**src/rtl/sdr_seq_pkg.sv**
```systemverilog
package sdr_seq_pkg;

  // {cs_n, ras_n, cas_n, we_n}
  typedef enum logic [3:0] {
    CMD_MRS = 4'b0000,
    CMD_REF = 4'b0001,
    CMD_PRE = 4'b0010,
    CMD_NOP = 4'b0111
  } sdr_cmd_e;

  typedef enum logic [3:0] {
    ST_PRE,
    ST_REF_A,
    ST_REF_B,
    ST_MRS,
    ST_MRS_WAIT,
    ST_RUN,
    ST_GNT_WAIT,
    ST_RPRE,
    ST_RREF,
    ST_RREF_WAIT
  } seq_step_e;

  function automatic logic [2:0] burst_len_code(input int unsigned len);
    case (len)
      1:       return 3'd0;
      2:       return 3'd1;
      4:       return 3'd2;
      8:       return 3'd3;
      default: return 3'd7;
    endcase
  endfunction

  function automatic logic [15:0] mode_word(input int unsigned len,
                                            input int unsigned cas,
                                            input logic interleave);
    logic [15:0] w;
    w      = '0;
    w[2:0] = burst_len_code(len);
    w[3]   = interleave;
    w[6:4] = 3'(cas);
    return w;
  endfunction

  function automatic int unsigned max2(input int unsigned a, input int unsigned b);
    return (a > b) ? a : b;
  endfunction

  function automatic int unsigned bits_for(input int unsigned v);
    return (v < 2) ? 1 : $clog2(v + 1);
  endfunction

endpackage

```
**src/rtl/sdr_gap_timer.sv**
```systemverilog
module sdr_gap_timer #(
  parameter int unsigned GW        = 4,
  parameter int unsigned RESET_VAL = 1
) (
  input  logic          clk,
  input  logic          rst_n,
  input  logic          load,
  input  logic [GW-1:0] load_val,
  output logic          zero
);

  logic [GW-1:0] cnt;

  always_ff @(posedge clk or negedge rst_n) begin
    if (!rst_n)          cnt <= GW'(RESET_VAL);
    else if (load)       cnt <= load_val;
    else if (cnt != '0)  cnt <= cnt - 1'b1;
  end

  assign zero = (cnt == '0);

  // A new wait may only start once the previous one has run out.
  assert_load_when_idle_R4: assert property (@(posedge clk) disable iff (!rst_n)
    load |-> zero);

endmodule

```
**src/rtl/sdr_refi_timer.sv**
```systemverilog
module sdr_refi_timer #(
  parameter int unsigned T_REFI = 1562,
  parameter int unsigned CW     = 11
) (
  input  logic clk,
  input  logic rst_n,
  input  logic en,
  input  logic clr,
  output logic tick,
  output logic pending
);

  localparam int unsigned AW = CW + 1;

  logic [CW-1:0] cnt;

  assign tick = en && (cnt == CW'(T_REFI - 1));

  always_ff @(posedge clk or negedge rst_n) begin
    if (!rst_n)      cnt <= '0;
    else if (!en)    cnt <= '0;
    else if (tick)   cnt <= '0;
    else             cnt <= cnt + 1'b1;
  end

  // A fresh expiry wins over a same-cycle grant.
  always_ff @(posedge clk or negedge rst_n) begin
    if (!rst_n) pending <= 1'b0;
    else        pending <= tick | (pending & ~clr);
  end

  // Independent age counter for the period check.
  logic [AW-1:0] age;
  logic          seen;

  always_ff @(posedge clk or negedge rst_n) begin
    if (!rst_n) begin
      age  <= '0;
      seen <= 1'b0;
    end else begin
      seen <= seen | tick;
      if (tick)            age <= AW'(1);
      else if (age != '1)  age <= age + 1'b1;
    end
  end

  assert_tick_period_R7: assert property (@(posedge clk) disable iff (!rst_n)
    (tick && seen) |-> (age == AW'(T_REFI)));

  assert_grant_needs_pending_R9: assert property (@(posedge clk) disable iff (!rst_n)
    clr |-> pending);

endmodule

```
**src/rtl/sdr_cmd_drive.sv**
```systemverilog
module sdr_cmd_drive
  import sdr_seq_pkg::*;
#(
  parameter int unsigned ADDR_W    = 12,
  parameter int unsigned BA_W      = 2,
  parameter logic [15:0] MODE_BITS = 16'h0
) (
  input  sdr_cmd_e          cmd,
  output logic              cs_n,
  output logic              ras_n,
  output logic              cas_n,
  output logic              we_n,
  output logic [BA_W-1:0]   ba,
  output logic [ADDR_W-1:0] addr
);

  localparam int unsigned ALL_BANKS_BIT = 10;

  assign {cs_n, ras_n, cas_n, we_n} = cmd;
  assign ba = '0;

  always_comb begin
    addr = '0;
    case (cmd)
      CMD_PRE: addr[ALL_BANKS_BIT] = 1'b1;
      CMD_MRS: addr = MODE_BITS[ADDR_W-1:0];
      default: addr = '0;
    endcase
  end

endmodule

```
**src/rtl/sdram_init_refresh_seq.sv**
```systemverilog
module sdram_init_refresh_seq
  import sdr_seq_pkg::*;
#(
  parameter int unsigned ADDR_W           = 12,
  parameter int unsigned BA_W             = 2,
  parameter int unsigned T_PWR            = 20000,
  parameter int unsigned T_RP             = 3,
  parameter int unsigned T_RFC            = 7,
  parameter int unsigned T_MRD            = 2,
  parameter int unsigned T_REFI           = 1562,
  parameter int unsigned BURST_LEN        = 4,
  parameter int unsigned CAS_LAT          = 3,
  parameter int unsigned BURST_INTERLEAVE = 0
) (
  input  logic              clk,
  input  logic              rst_n,
  input  logic              ref_gnt,
  output logic              ready,
  output logic              ref_req,
  output logic              cmd_cs_n,
  output logic              cmd_ras_n,
  output logic              cmd_cas_n,
  output logic              cmd_we_n,
  output logic [BA_W-1:0]   cmd_ba,
  output logic [ADDR_W-1:0] cmd_addr
);

  localparam int unsigned MAXW   = max2(max2(T_PWR, T_RP), max2(T_RFC, T_MRD));
  localparam int unsigned GW     = bits_for(MAXW);
  localparam int unsigned SW     = GW + 1;
  localparam int unsigned REFI_W = bits_for(T_REFI);
  localparam logic [15:0] MODE_V = mode_word(BURST_LEN, CAS_LAT, BURST_INTERLEAVE != 0);

  seq_step_e     step, nxt;
  sdr_cmd_e      cmd;
  logic          gap_zero, gap_load;
  logic [GW-1:0] gap_val;
  logic          pend_clr, refi_tick, refi_pending;

  sdr_gap_timer #(.GW(GW), .RESET_VAL(T_PWR)) u_gap (
    .clk(clk), .rst_n(rst_n), .load(gap_load), .load_val(gap_val), .zero(gap_zero)
  );

  sdr_refi_timer #(.T_REFI(T_REFI), .CW(REFI_W)) u_refi (
    .clk(clk), .rst_n(rst_n), .en(ready), .clr(pend_clr),
    .tick(refi_tick), .pending(refi_pending)
  );

  sdr_cmd_drive #(.ADDR_W(ADDR_W), .BA_W(BA_W), .MODE_BITS(MODE_V)) u_drv (
    .cmd(cmd), .cs_n(cmd_cs_n), .ras_n(cmd_ras_n), .cas_n(cmd_cas_n),
    .we_n(cmd_we_n), .ba(cmd_ba), .addr(cmd_addr)
  );

  always_ff @(posedge clk or negedge rst_n) begin
    if (!rst_n) step <= ST_PRE;
    else        step <= nxt;
  end

  always_comb begin
    nxt      = step;
    cmd      = CMD_NOP;
    gap_load = 1'b0;
    gap_val  = '0;
    pend_clr = 1'b0;
    case (step)
      ST_PRE: if (gap_zero) begin
        cmd = CMD_PRE; gap_load = 1'b1; gap_val = GW'(T_RP - 1); nxt = ST_REF_A;
      end
      ST_REF_A: if (gap_zero) begin
        cmd = CMD_REF; gap_load = 1'b1; gap_val = GW'(T_RFC - 1); nxt = ST_REF_B;
      end
      ST_REF_B: if (gap_zero) begin
        cmd = CMD_REF; gap_load = 1'b1; gap_val = GW'(T_RFC - 1); nxt = ST_MRS;
      end
      ST_MRS: if (gap_zero) begin
        cmd = CMD_MRS; gap_load = 1'b1; gap_val = GW'(T_MRD - 1); nxt = ST_MRS_WAIT;
      end
      ST_MRS_WAIT:  if (gap_zero) nxt = ST_RUN;
      ST_RUN:       if (refi_pending) nxt = ST_GNT_WAIT;
      ST_GNT_WAIT: if (ref_gnt) begin
        pend_clr = 1'b1; nxt = ST_RPRE;
      end
      ST_RPRE: if (gap_zero) begin
        cmd = CMD_PRE; gap_load = 1'b1; gap_val = GW'(T_RP - 1); nxt = ST_RREF;
      end
      ST_RREF: if (gap_zero) begin
        cmd = CMD_REF; gap_load = 1'b1; gap_val = GW'(T_RFC - 1); nxt = ST_RREF_WAIT;
      end
      ST_RREF_WAIT: if (gap_zero) nxt = ST_RUN;
      default: nxt = ST_PRE;
    endcase
  end

  assign ready = (step == ST_RUN) || (step == ST_GNT_WAIT) || (step == ST_RPRE) ||
                 (step == ST_RREF) || (step == ST_RREF_WAIT) ||
                 ((step == ST_MRS_WAIT) && gap_zero);

  assign ref_req = (step == ST_GNT_WAIT) || (step == ST_RPRE) || (step == ST_RREF) ||
                   ((step == ST_RREF_WAIT) && !gap_zero);

  // ---------------- assertion support: history of issued commands ----------------
  sdr_cmd_e      last_cmd;
  logic          prev_valid, mrs_seen;
  logic [SW-1:0] since, need_gap;

  always_ff @(posedge clk or negedge rst_n) begin
    if (!rst_n) begin
      last_cmd   <= CMD_NOP;
      prev_valid <= 1'b0;
      mrs_seen   <= 1'b0;
      since      <= '0;
    end else if (cmd != CMD_NOP) begin
      last_cmd   <= cmd;
      prev_valid <= 1'b1;
      mrs_seen   <= mrs_seen | (cmd == CMD_MRS);
      since      <= SW'(1);
    end else if (since != '1) begin
      since <= since + 1'b1;
    end
  end

  always_comb begin
    case (last_cmd)
      CMD_PRE: need_gap = SW'(T_RP);
      CMD_REF: need_gap = SW'(T_RFC);
      CMD_MRS: need_gap = SW'(T_MRD);
      default: need_gap = '0;
    endcase
  end

  assert_ref_after_close_R3: assert property (@(posedge clk) disable iff (!rst_n)
    (cmd == CMD_REF) |-> (prev_valid && (last_cmd == CMD_PRE || last_cmd == CMD_REF)));

  assert_single_mode_load_R3: assert property (@(posedge clk) disable iff (!rst_n)
    (cmd == CMD_MRS) |-> !mrs_seen);

  assert_min_spacing_R4: assert property (@(posedge clk) disable iff (!rst_n)
    ((cmd != CMD_NOP) && prev_valid) |-> (since >= need_gap));

  assert_ready_after_mode_R6: assert property (@(posedge clk) disable iff (!rst_n)
    ready |-> mrs_seen);

  assert_ready_sticky_R6: assert property (@(posedge clk) disable iff (!rst_n)
    $past(ready) |-> ready);

  assert_engine_owns_bus_R10: assert property (@(posedge clk) disable iff (!rst_n)
    (ready && !ref_req) |-> (cmd == CMD_NOP));

endmodule

```
**config.mk**
```make
export PLATFORM = sky130hd
export DESIGN_NAME = sdram_init_refresh_seq
export DESIGN_NICKNAME = d
export VERILOG_FILES = /design/src/rtl/sdr_seq_pkg.sv /design/src/rtl/sdr_gap_timer.sv /design/src/rtl/sdr_refi_timer.sv /design/src/rtl/sdr_cmd_drive.sv /design/src/rtl/sdram_init_refresh_seq.sv
export SDC_FILE = /design/constraint.sdc
export NUM_CORES = 1
export LEC_CHECK = 0
export ABC_AREA = 1
export BUFFER_PORTS_ARGS = -buffer_cell sky130_fd_sc_hd__buf_2
export CAP_MARGIN = 20
export CORE_UTILIZATION = 53
export CTS_CLUSTER_DIAMETER = 80
export DETAILED_ROUTE_END_ITERATION = 6
export PLACE_DENSITY = 0.81
export SLEW_MARGIN = 10
export SYNTH_ARGS = -nofsm -noshare
export SYNTH_HDL_FRONTEND = slang
export SYNTH_SLANG_ARGS = --single-unit
```
**constraint.sdc**
```tcl
create_clock -name clk -period 1.82 [get_ports clk]
set_input_delay 0.364 -clock clk [delete_from_list [all_inputs] [get_ports clk]]
set_output_delay 0.364 -clock clk [all_outputs]
set_load 0.01 [all_outputs]
```
# Word level (Yosys, flattened, before mapping)

Cells that the tools add are included.

$add $sub $neg: 2
Multipliers: 0
Divide/modulo/power cells: 0
Order comparisons: 0
Equal/unequal tests: 20
Shift operators: 0
Mux-type cells: 28
Bitwise logic cells: 3
Reduce and logical (&&, ||, !) cells: 22

Operators with widths:

| operator                | number |
|---|---|
| $mux W4                 | 9 |
| $pmux W4 S9             | 1 |
| $mux W15                | 2 |
| $mux W11                | 2 |
| $pmux W3 S3             | 2 |
| $eq A4 B3 Y1 const B    | 4 |
| $logic_not A15 Y1       | 1 |
| $reduce_bool A15 Y1     | 1 |
| $sub A15 B1 Y15 const B | 1 |
| $ne A2 B2 Y1 const B    | 7 |
| $mux W3                 | 4 |
| $add A11 B1 Y11 const B | 1 |
| $eq A11 B11 Y1 const B  | 1 |
| $reduce_and A9 Y1       | 1 |
| $eq A4 B2 Y1 const B    | 2 |
| $eq A4 B4 Y1 const B    | 2 |
| $logic_not A4 Y1        | 2 |
| $logic_or A1 B1 Y1      | 8 |
| $mux W1                 | 6 |
| $mux W6                 | 1 |
| $reduce_or A6 Y1        | 1 |
| $eq A4 B1 Y1 const B    | 1 |
| $ne A2 B1 Y1 const B    | 2 |
| $reduce_or A2 Y1        | 2 |
| other kinds (9)         | 11 |

Register bits: 31
Latch bits: 0
Bits in writable memories: 0
ROM bits: 0
Input port bits: 3
Output and inout bits: 20
Word-level logic and storage cells: 79
Memories kept: 0

# Logic depth before layout (Yosys ltp)

Depth in word-level cells: 9
Mapped depth: 10
Gate-level depth less buffers: 9

# By module

Synthesis repeated with hierarchy kept, for this count alone.

Cell total of the unflattened synthesis: 331
Area total of the unflattened synthesis: 2313.5 um^2

By module, submodules not included:

| module                 | instances | cells an instance | area an instance (um^2) | seq. area each (um^2) |
|---|---|---|---|---|
| sdr_gap_timer          | 1         | 139               | 1013.5                  | 381.6 |
| sdr_refi_timer         | 1         | 78                | 645.6                   | 300.3 |
| sdram_init_refresh_seq | 1         | 88                | 496.7                   | 100.1 |
| sdr_cmd_drive          | 1         | 26                | 157.7                   | 0.0 |

# Worst setup path before layout

No wires, ideal clock.

Path type: flip-flop to output port
From: register u_gap.cnt[0]
To: output cmd_addr[4]
Arrival time: 1501 ps
Required time: 1456 ps
Setup slack: -45 ps
Stages on the path, launching flop included: 11
Buffers on the path: 2
Path through: dfrtp_1 > inv_1 > ha_1 > nand3_2 > nor2_4 > nand2_4 > buf_6 > inv_4 > nand2_1 > inv_1 > buf_4

Word-level cells in the longest chain between the ends: 5
Elaborated cells between the ends (all ways): 7
Those cells by class: 5 x mux; 2 x reduce/logical

Ends and longest elaborated chain:

| item                       | RTL line                     | RTL |
|---|---|---|
| start: declaration         | sdr_gap_timer.sv:12          | `logic [GW-1:0] cnt;` |
| start signal: assignment   | sdr_gap_timer.sv:15          | `if (!rst_n) cnt <= GW'(RESET_VAL);` |
| start signal: assignment   | sdr_gap_timer.sv:16          | `else if (load) cnt <= load_val;` |
| start signal: assignment   | sdr_gap_timer.sv:17          | `else if (cnt != '0) cnt <= cnt - 1'b1;` |
| $logic_not A15 Y1 *        | sdr_gap_timer.sv:20          | `assign zero = (cnt == '0);` |
| $mux W3 (on tied branches) | n/a                          |  |
| $pmux W3 S3 *              | sdram_init_refresh_seq.sv:65 | `case (step)` |
| $logic_not A4 Y1 *         | sdr_cmd_drive.sv:24          | `case (cmd)` |
| $mux W6 *                  | sdr_cmd_drive.sv:24          |  |
| end: declaration           | sdram_init_refresh_seq.sv:25 | `output logic [ADDR_W-1:0] cmd_addr` |

Mark *: on every way between the ends. The rest lies on a longest branch, timed or not.

# Worst setup path after layout

From: register u_gap.cnt[0]
To: output cmd_cas_n

Word-level cells in the longest chain between the ends: 3
Elaborated cells between the ends (all ways): 4
Those cells by class: 3 x mux; 1 x reduce/logical

Ends and longest elaborated chain:

| item                       | RTL line                     | RTL |
|---|---|---|
| $logic_not A15 Y1 *        | sdr_gap_timer.sv:20          |  |
| $mux W3 (on tied branches) | n/a                          |  |
| $pmux W3 S3 *              | sdram_init_refresh_seq.sv:65 |  |
| end: declaration           | sdram_init_refresh_seq.sv:22 | `output logic cmd_cas_n,` |

Marked as above.

==> flow_summary_export.csv <==
group,metric,value,unit
status,status,"finished with violations",
status,violations,"setup timing",
clock_network,clk_latency,0.29,ns
yosys,synth.largest_area_cell,"dfrtp_1",
detailed_routing,wl_per_cell,12.55,um
sta,fin_crit_sh,107.3,%
power_and_ir_drop,p_int,1944,uW
placement,io_buffer_count,11,
power_and_ir_drop,p_clk_share,16.0,%
clock_network,cts_max_path_buffers,2,
clock_network,ctsHoldBuffers,0,
setup_path,end_kind,"output port",
layout,fin_nets,303,
detailed_routing,drt-pass1-iter-count,4,
setup_path,critPathArrivalTime,1.59,ns
clock_network,numClockSinks,31,
sta,slew_headroom,56.32,%
yosys,synth.most_common_cell,"nand2_1",
detailed_routing,dr.first_iter.drc_count,111,
clock_network,cts_max_level,2,
yosys,synth_cells,263,
layout,fin_area,2425,sq um
setup_path,start_kind,"flop",
min_path,hold_class,"input port to asynchronous set/reset pin",
placement,dpl_cell_area,2122,sq um
yosys,synth_top_flop_cell,"dfrtp_1",
sta,clock_skew,0.01243,ns
yosys,synth_area,2038,sq um
grt,track_usage,22.74,%
yosys,yosysTopAreaCellShare,31.92,%
floorplan,row_count,22,
clock_network,root_buffer,"clkbuf_8",
power_and_ir_drop,vdd_drop_max,0.9507,mV
clock_network,numCtsBuffers,5,
sta,final_max_slew_viol_count,0,
power_and_ir_drop,leakagePower,0.001176,uW
yosys,ys_types,35,
flow_run,drv_cap,0,
placement,dpl.hpwl,2.780,mm
layout,drive_gt1_share,31.88,%
yosys,ys_top_cells_by_area,"dfrtp_1 (32%), nand2_1 (9.6%), dfstp_2 (6.4%)",
power_and_ir_drop,p_sw,1581,uW
layout,syn_to_final_growth,18.97,%
yosys,async_reset_ff_share,100.0,%
placement,gp_congestion,0.8706,
power_and_ir_drop,pwr_density_cell,1454,nW/um^2
detailed_routing,drc,0,
yosys,syn_area_per_cell,7.750,sq um
floorplan,dieArea,4098,sq um
layout,instances_no_fill,346,
floorplan,io_pins,23,
sta,hold_violations,0,
grt,grt_max_degree,32,
setup_path,critical_path_required,1.46,ns
grt,grt_overflow,0,
detailed_routing,wirelength,4.342,mm
detailed_routing,postRouteAntennaNets,0,
setup_path,path_class,"flop to output port",
yosys,ys_warn_count,0,
sta,setup_ws,-0.1325,ns
sta,tns,-1.004,ns
detailed_routing,viasPerCell,5.090,
floorplan,die_h,64.02,um
clock_network,cts_tree,"built",
layout,antenna_cells,0,
grt,antenna_found_initial,0,
sta,fmax,512.2,MHz
floorplan,die_w,64.02,um
floorplan,start_util,55.67,%
yosys,ys_ff_latch,31,
setup_path,path_max_fanout,5,
placement,placed_cells,323,
sta,setup_viol,10,
grt,grt_pass1_vias,1620,
layout,fillCellCount,277,
layout,final_util,66.23,%
yosys,ys_seq_area_share,38.37,%
yosys,synth.top_cells.by_count,"nand2_1 (52), inv_1 (33), nor2_1 (30), dfrtp_1 (26), nand3_1 (25)",
yosys,synth_edf_count,0,
power_and_ir_drop,p_seq_share,33.0,%
sta,rsz0062_at_grt,"true",
power_and_ir_drop,swShare,44.85,%
clock_network,clk_pin_slew,0.07,ns
sta,worst_slew_pin_slew,0.6553,ns
sta,min_period,1.953,ns
placement,pre_cts_ws,0.04258,ns
detailed_routing,vias,1761,
floorplan,coreArea,3661,sq um
grt,grt_pass1_wl,7.051,mm
power_and_ir_drop,p_comb_share,50.9,%
layout by cell type (no fill, tap or decap), drive strengths merged:
| master | count |
|---|---|
| a21oi | 3 |
| a31oi | 1 |
| a41oi | 1 |
| buf | 32 |
| clkbuf | 7 |
| clkinv | 1 |
| conb | 11 |
| dfrtp | 26 |
| dfstp | 5 |
| ha | 3 |
| inv | 39 |
| nand2 | 58 |
| nand3 | 28 |
| nand3b | 1 |
| nand4 | 2 |
| nor2 | 46 |
| nor3 | 5 |
| nor4 | 2 |
| o211ai | 3 |
| o21a | 1 |
| o21ai | 7 |
| o21bai | 1 |
| or2 | 2 |
| xnor2 | 2 |
| xor2 | 11 |
through the flow:
stage          power [uW]  hold slack, ns
5_1_grt              3800          0.1606
3_3_place_gp         2557          0.4326
4_1_cts              3428          0.1275
2_1_floorplan        2272         0.06841
3_5_place_dp         2604          0.4485
6_report             3526         0.09183
state kept, by name (all words and copies together) (netlist names):
register,cells
u_refi.cnt,11
step,4
u_gap.cnt,15
u_refi.pending,1
worst paths after layout:
| path | start | end | slack [ns] | cells past startpoint |
|---|---|---|---|---|
| worst min-delay path | rst_n | u_gap.cnt[4] | 0.09 | 1 |
| max in group asynchronous | rst_n | step[1] | 1.25 | 1 |
| worst max-delay path | u_gap.cnt[0] | cmd_cas_n | -0.13 | 8 |
| worst max register to register | u_gap.cnt[0] | step[2] | -0.01 | 12 |
| min in group clk | ref_gnt | u_refi.pending | 0.34 | 4 |
| worst min register to register | u_gap.cnt[14] | u_gap.cnt[14] | 0.47 | 2 |
power groups by stage:
stage	clock, uW	combinational [uW]	sequential [uW]
after floorplan	0	1170	1100
after global placement	0	1410	1140
after detailed placement	0	1450	1160
after CTS	582	1690	1160
after global routing	612	2000	1190
final	566	1800	1160
per-layer routing:
| metal | vias to the layer above | wire length [um] | GRT usage (%) |
|---|---|---|---|
| met3 | 12 | 191 | 5.536 |
| met5 | - | 0 | 0 |
| met1 | 842 | 1794 | 25.80 |
| met4 | 0 | 110 | 9.375 |
| li1 | 865 | - | - |
| met2 | 42 | 2245 | 40.43 |
kinds of logic (layout without fill, tap and decap cells):
logic type,after synthesis,after routing,synth area share [%]
other,1,11,0.1840
flip-flops,31,31,38.37
AND/OR/NAND/NOR,144,144,34.87
XOR/XNOR,13,13,5.586
AO/OA/AOI/OAI,17,17,6.139
buffers and inverters,54,79,13.01
adder cells (fa/ha/maj),3,3,1.842
layout make-up:
class | count | area (sq um) | area share (%)
clock buffer | 7 | 86.33 | 3.560
clock inverter | 1 | 5.005 | 0.2064
inverter | 39 | 151.4 | 6.244
multi-input combinational | 188 | 1096 | 45.20
sequential | 31 | 784.5 | 32.35
tap | 48 | 60.06 | 2.477
timing repair buffer | 32 | 241.5 | 9.959
critical path: stages (launching register included):
cell,delay [ns]
dfrtp_1,0.39
inv_2,0.08
ha_4,0.15
nand3_4,0.09
nor2_4,0.15
nand2_4,0.11
inv_4,0.10
o211ai_1,0.09
buf_2,0.15
what timing repair did:
item	4_1_cts	5_1_grt
endpoints found under the setup margin	9	9
setup buffers	10	5
gates resized for setup	20	8
pin swaps	6	5
Power figures use the tool's default switching activity.
